--- src/rtl/burst_ctr_pkg.sv ---
package burst_ctr_pkg;
   // Widest beat counter the library accepts
   localparam int MAX_CNT_W = 4;

   typedef enum logic {
      SEQ_LINEAR = 1'b0,
      SEQ_XOR    = 1'b1
   } seq_mode_e;
endpackage

--- src/rtl/bctr_beat.sv ---
module bctr_beat #(
   parameter int CNT_W = 2
) (
   input  logic             clk,
   input  logic             rst,
   input  logic             load,
   input  logic             step,
   output logic [CNT_W-1:0] beat,
   output logic             done
);
   localparam logic [CNT_W-1:0] BEAT_LAST = {CNT_W{1'b1}};
   localparam logic [CNT_W-1:0] BEAT_PRE  = BEAT_LAST - CNT_W'(1);

   always_ff @(posedge clk) begin
      if (rst) begin
         beat <= '0;
         done <= 1'b0;
      end else if (load) begin
         beat <= '0;
         done <= 1'b0;
      end else if (step) begin
         beat <= beat + CNT_W'(1);
         if (beat == BEAT_PRE) done <= 1'b1;
      end
   end

   AST_STEP_ONE: assert property (@(posedge clk) disable iff (rst)
      step && !load |=> beat == $past(beat) + CNT_W'(1));
   AST_DONE_CLEAR: assert property (@(posedge clk) disable iff (rst)
      load |=> !done);
   AST_DONE_STICKY: assert property (@(posedge clk) disable iff (rst)
      done && !load |=> done);
endmodule

--- src/rtl/bctr_map.sv ---
module bctr_map
   import burst_ctr_pkg::*;
#(
   parameter int CNT_W = 2
) (
   input  logic [CNT_W-1:0] start,
   input  logic [CNT_W-1:0] beat,
   input  logic             mode,
   output logic [CNT_W-1:0] addr
);
   logic [CNT_W-1:0] lin_addr;
   logic [CNT_W-1:0] xor_addr;

   assign lin_addr = start + beat;

   for (genvar b = 0; b < CNT_W; b++) begin : g_xor_bit
      assign xor_addr[b] = start[b] ^ beat[b];
   end

   always_comb begin
      if (seq_mode_e'(mode) == SEQ_XOR) addr = xor_addr;
      else                              addr = lin_addr;
   end
endmodule

--- src/rtl/burst_addr_ctr.sv ---
module burst_addr_ctr
   import burst_ctr_pkg::*;
#(
   parameter int CNT_W = 2
) (
   input  logic             clk,
   input  logic             rst,
   input  logic             ld_strobe,
   input  logic [CNT_W-1:0] start_lo,
   input  logic             adv_n,
   input  logic             seq_interleave,
   output logic [CNT_W-1:0] addr_lo,
   output logic             burst_done
);
   if (CNT_W < 1 || CNT_W > MAX_CNT_W) begin : g_bad_width
      $error("burst_addr_ctr: CNT_W out of range");
   end

   logic [CNT_W-1:0] start_q;
   logic [CNT_W-1:0] beat;
   logic             step;

   // A load edge overrides any advance request
   assign step = ~ld_strobe & ~adv_n;

   always_ff @(posedge clk) begin
      if (rst)            start_q <= '0;
      else if (ld_strobe) start_q <= start_lo;
   end

   bctr_beat #(.CNT_W(CNT_W)) u_beat (
      .clk  (clk),
      .rst  (rst),
      .load (ld_strobe),
      .step (step),
      .beat (beat),
      .done (burst_done)
   );

   bctr_map #(.CNT_W(CNT_W)) u_map (
      .start (start_q),
      .beat  (beat),
      .mode  (seq_interleave),
      .addr  (addr_lo)
   );

   AST_RESET_CLEAR: assert property (@(posedge clk)
      rst |=> (addr_lo == '0) && !burst_done);
   AST_LOAD_START: assert property (@(posedge clk) disable iff (rst)
      ld_strobe |=> addr_lo == $past(start_lo));
   AST_LOAD_IGNORES_ADV: assert property (@(posedge clk) disable iff (rst)
      ld_strobe && !adv_n |=> addr_lo == $past(start_lo));
   AST_LINEAR_STEP: assert property (@(posedge clk) disable iff (rst)
      step && !seq_interleave |=>
         (!$stable(seq_interleave) || addr_lo == $past(addr_lo) + CNT_W'(1)));
   AST_XOR_STEP: assert property (@(posedge clk) disable iff (rst)
      step && seq_interleave |=>
         (!$stable(seq_interleave) ||
          (addr_lo ^ $past(addr_lo)) == ($past(beat) ^ ($past(beat) + CNT_W'(1)))));
   AST_WAIT_HOLD: assert property (@(posedge clk) disable iff (rst)
      !ld_strobe && adv_n |=>
         (!$stable(seq_interleave) || ($stable(addr_lo) && $stable(burst_done))));
endmodule

--- config.mk ---
export PLATFORM = sky130hd
export DESIGN_NAME = burst_addr_ctr
export DESIGN_NICKNAME = d
export VERILOG_FILES = /design/src/rtl/burst_ctr_pkg.sv /design/src/rtl/bctr_beat.sv /design/src/rtl/bctr_map.sv /design/src/rtl/burst_addr_ctr.sv
export SDC_FILE = /design/constraint.sdc
export NUM_CORES = 1
export LEC_CHECK = 0
export BUFFER_PORTS_ARGS = -buffer_cell sky130_fd_sc_hd__buf_2
export CORE_AREA = 2 2 39 41
export CTS_BUF_LIST = sky130_fd_sc_hd__clkbuf_16
export DETAILED_ROUTE_END_ITERATION = 10
export DIE_AREA = 0 0 41 43
export PLACE_DENSITY = 0.46
export SYNTH_ARGS = -nofsm -noshare
export SYNTH_HDL_FRONTEND = slang
export SYNTH_HIERARCHICAL = 1
export SYNTH_SLANG_ARGS = --single-unit
--- constraint.sdc ---
create_clock -name clk -period 2.82 [get_ports clk]
set_input_delay 0.282 -clock clk [delete_from_list [all_inputs] [get_ports clk]]
set_output_delay 0.282 -clock clk [all_outputs]
set_load 0.1 [all_outputs]
==> impl_results.md <==
* Top post-synthesis cells by area: dfxtp_1, xnor2_1, ha_1
* #FFs+latches synth at 5
* Clock H-tree levels at 1
* Complex-gate fraction of the synthesized area at 6.78%
* Yosys Warn Count at 6
* Met3 GRT Util at 4.71%
* Post-synthesis adder-cell area fraction at 11.3%
* Endpoints failing hold at 0
* Initial antenna violation count at 0
* Clock Latency Late Sink at 0.22 ns
* Detailed Place HPWL at 319 um
* Area leader, netlist: dfxtp_1
* Sw Share at 21.4%
* Die Y at 43 um
* Final min period at 1.72 ns
* Share of power burned in registers at 22.3%
* Worst-path clk slew at 0.03 ns
* Hold_buf cts at 0
* Post-Syn Area at 221 um^2
* Max Clk Rate at 0.580 GHz
* Arrival @ worst endpoint at 1.44 ns
* Setup Buffers After CTS at 0
* Pin count of the biggest net entering global routing at 7
* Sink Count at 5
* Worst R2R Start: u_beat/beat[0]
* Die footprint at 1760 um^2
* Status: finished, final reports clean
* Placed Cells at 47
* Worst path required time at 2.54 ns
* Slew HR at 68.0%
* Max IR drop VDD at 0.367 mV
* Core Region at 1380 um^2
* Sw power at 72.8 uW
* Wire per inst at 8.02 um
* Syn nets at 31
* Non-Filler Instances at 51
* Sum Neg Setup Slack at 0 ns
* DRC violations left at 0
* Ant diodes at 0
* Met1 usage at 5.21%
* Share of layout cells above drive strength 1 at 34.3%
* Unrepaired setup endpoints after global routing: false
* Placement Cell Area at 287 um^2
* Pre-antenna DRT Iters at 1
* Synth Instances at 22
* Clock skew at 0.00241 ns
* Routed Antenna Nets at 0
* Post-Synth Simple-Gate Area at 14.1%
* GRT overflow at 0
* Vias in the first global route at 162
* Max Buffers Root-to-Sink at 2
* Largest family of logic cells by synthesized area: simple AND/OR/NAND/NOR gates
* Type of origin of the critical path: flip-flop
* Routability cong. at 0.544
* Initial Util at 16.0%
* R2R cell count at 3
* Yosys top cell area share at 45.2%
* Die Span X at 41 um
* # IOs at 10
* GR Layer Usage met2 at 9.06%
* CTS tree: done
* Worst Hold Class: in -> reg
* Crit path kind: reg -> out
* Hold endpoint: start_q[1]
* Synthesized area per cell at 10.1 um^2
* Vias at 189
* GR peak layer: met2
* Std cell rows at 14
* Pint at 268 uW
* Final setup violation count at 0
* Max-Cap Viols at 0
* GRT Util Overall at 6.65%
* Xor-xnor portion of the synthesized cell area at 11.9%
* Clock buffer count from CTS at 3
* Clock share of power at 66.3%
* Gate power share at 11.4%
* Leak at 0.000168 uW
* Port bufs at 9
* Hold path start: rst
* Hold path cells at 2
* Final WL at 409 um
* Via/cell ratio at 3.71
* Layout Area Growth over Synthesis at 65.0%
* Register area share after synthesis at 45.2%
* Worst Setup End Kind: output port
* Final Cell Area at 365 um^2
* Reg2Reg Setup Slack at 1.66 ns
* Mux contribution to synthesized area at 9.04%
* Count of cell types in the netlist at 10
* Post-CTS sizing at 0
* Final period util at 61.1%
* PwrDens at 932 nW/um^2
* Slew @ Worst Pin at 0.483 ns
* Crit-path max FO at 3
* Fillers at 156
* Clock Root Buffer: clkbuf_16
* First DRT Iteration DRCs at 0
* First-pass GRT wire length at 648 um
* Final Max Tran Viols at 0
* Reg-to-reg endpoint: u_beat/beat[1]
* Nets@finish at 45
cell usage after synthesis:
cell	instances
dfxtp_1	5
nor2_1	4
xnor2_1	3
ha_1	2
mux2i_1	2
nor3_1	2
a2111oi_1	1
a21oi_1	1
inv_1	1
nor2b_1	1
flip-flops by register name, summed over array words and instances (netlist names):
| signal | count |
|---|---|
| start_q | 2 |
| u_beat/beat | 2 |
| u_beat/done | 1 |
cells in the final DEF, fill, tap and decap left out:
cell type | netlist | layout
buf_2 | 0 | 9
inv_1 | 1 | 2
dfxtp_1 | 5 | 5
clkbuf_16 | 0 | 3
ha_1 | 2 | 2
nor2_1 | 4 | 4
a2111oi_1 | 1 | 1
nor3_1 | 2 | 2
mux2i_1 | 2 | 2
nor2b_1 | 1 | 1
xnor2_1 | 3 | 3
a21oi_1 | 1 | 1
cell families after synthesis:
family,count (synthesis)
buffers and inverters,1
AND/OR/NAND/NOR,7
AO/OA/AOI/OAI,2
adder cells (fa/ha/maj),2
XOR/XNOR,3
flip-flops,5
multiplexers,2
metal layers:
layer	routed length (um)	part of all wire, %
met1	141	34
met4	22	5.4
met5	0	0
met3	29	7.1
met2	216	53
power by group through the flow:
stage / combinational, uW / clock, uW / sequential [uW]
2_1_floorplan: 30.3 / 0 / 77.0
3_3_place_gp: 39.6 / 0 / 77.0
3_5_place_dp: 39.2 / 0 / 77.0
4_1_cts: 39.4 / 231 / 75.9
5_1_grt: 41.6 / 238 / 76.3
6_report: 38.9 / 226 / 75.9
layout make-up:
cell class / instances / area, um^2 / area share [%]
clock buffers: 3 / 75.1 / 20.5
clock inverters: 1 / 3.75 / 1.03
flip-flops and latches: 5 / 100 / 27.4
inverters: 1 / 3.75 / 1.03
repair buffers: 9 / 45.0 / 12.3
multi-input cells: 16 / 118 / 32.2
well taps: 16 / 20.0 / 5.48
per-stage QoR:
stage | hold slack (ns) | utilization [%] | setup slack (ns) | total power, uW
after floorplan | 0.354 | - | 0.357 | 107
after global placement | 0.500 | 20.7 | 1.34 | 117
after detailed placement | 0.493 | 20.7 | 1.31 | 116
after CTS | 0.294 | 26.4 | 1.08 | 346
after global routing | 0.303 | 26.4 | 0.987 | 355
final | 0.293 | 26.4 | 1.10 | 340
critical path, cell delays in order (launching register included):
cell and delay (ns):
dfxtp_1 0.35, ha_1 0.16, nor2b_1 0.15, xnor2_1 0.12, buf_2 0.43
worst max-delay path by stage:
| stage | start | slack (ns) | end |
|---|---|---|---|
| after floorplan | u_beat/beat[0] | 0.36 | addr_lo[1] |
| after global placement | u_beat/beat[0] | 1.34 | addr_lo[1] |
| after detailed placement | u_beat/beat[0] | 1.31 | addr_lo[1] |
| after CTS | u_beat/beat[0] | 1.08 | addr_lo[1] |
| after global routing | u_beat/beat[0] | 0.99 | addr_lo[1] |
| final | u_beat/beat[0] | 1.10 | addr_lo[1] |
Power figures use the tool's default switching activity.
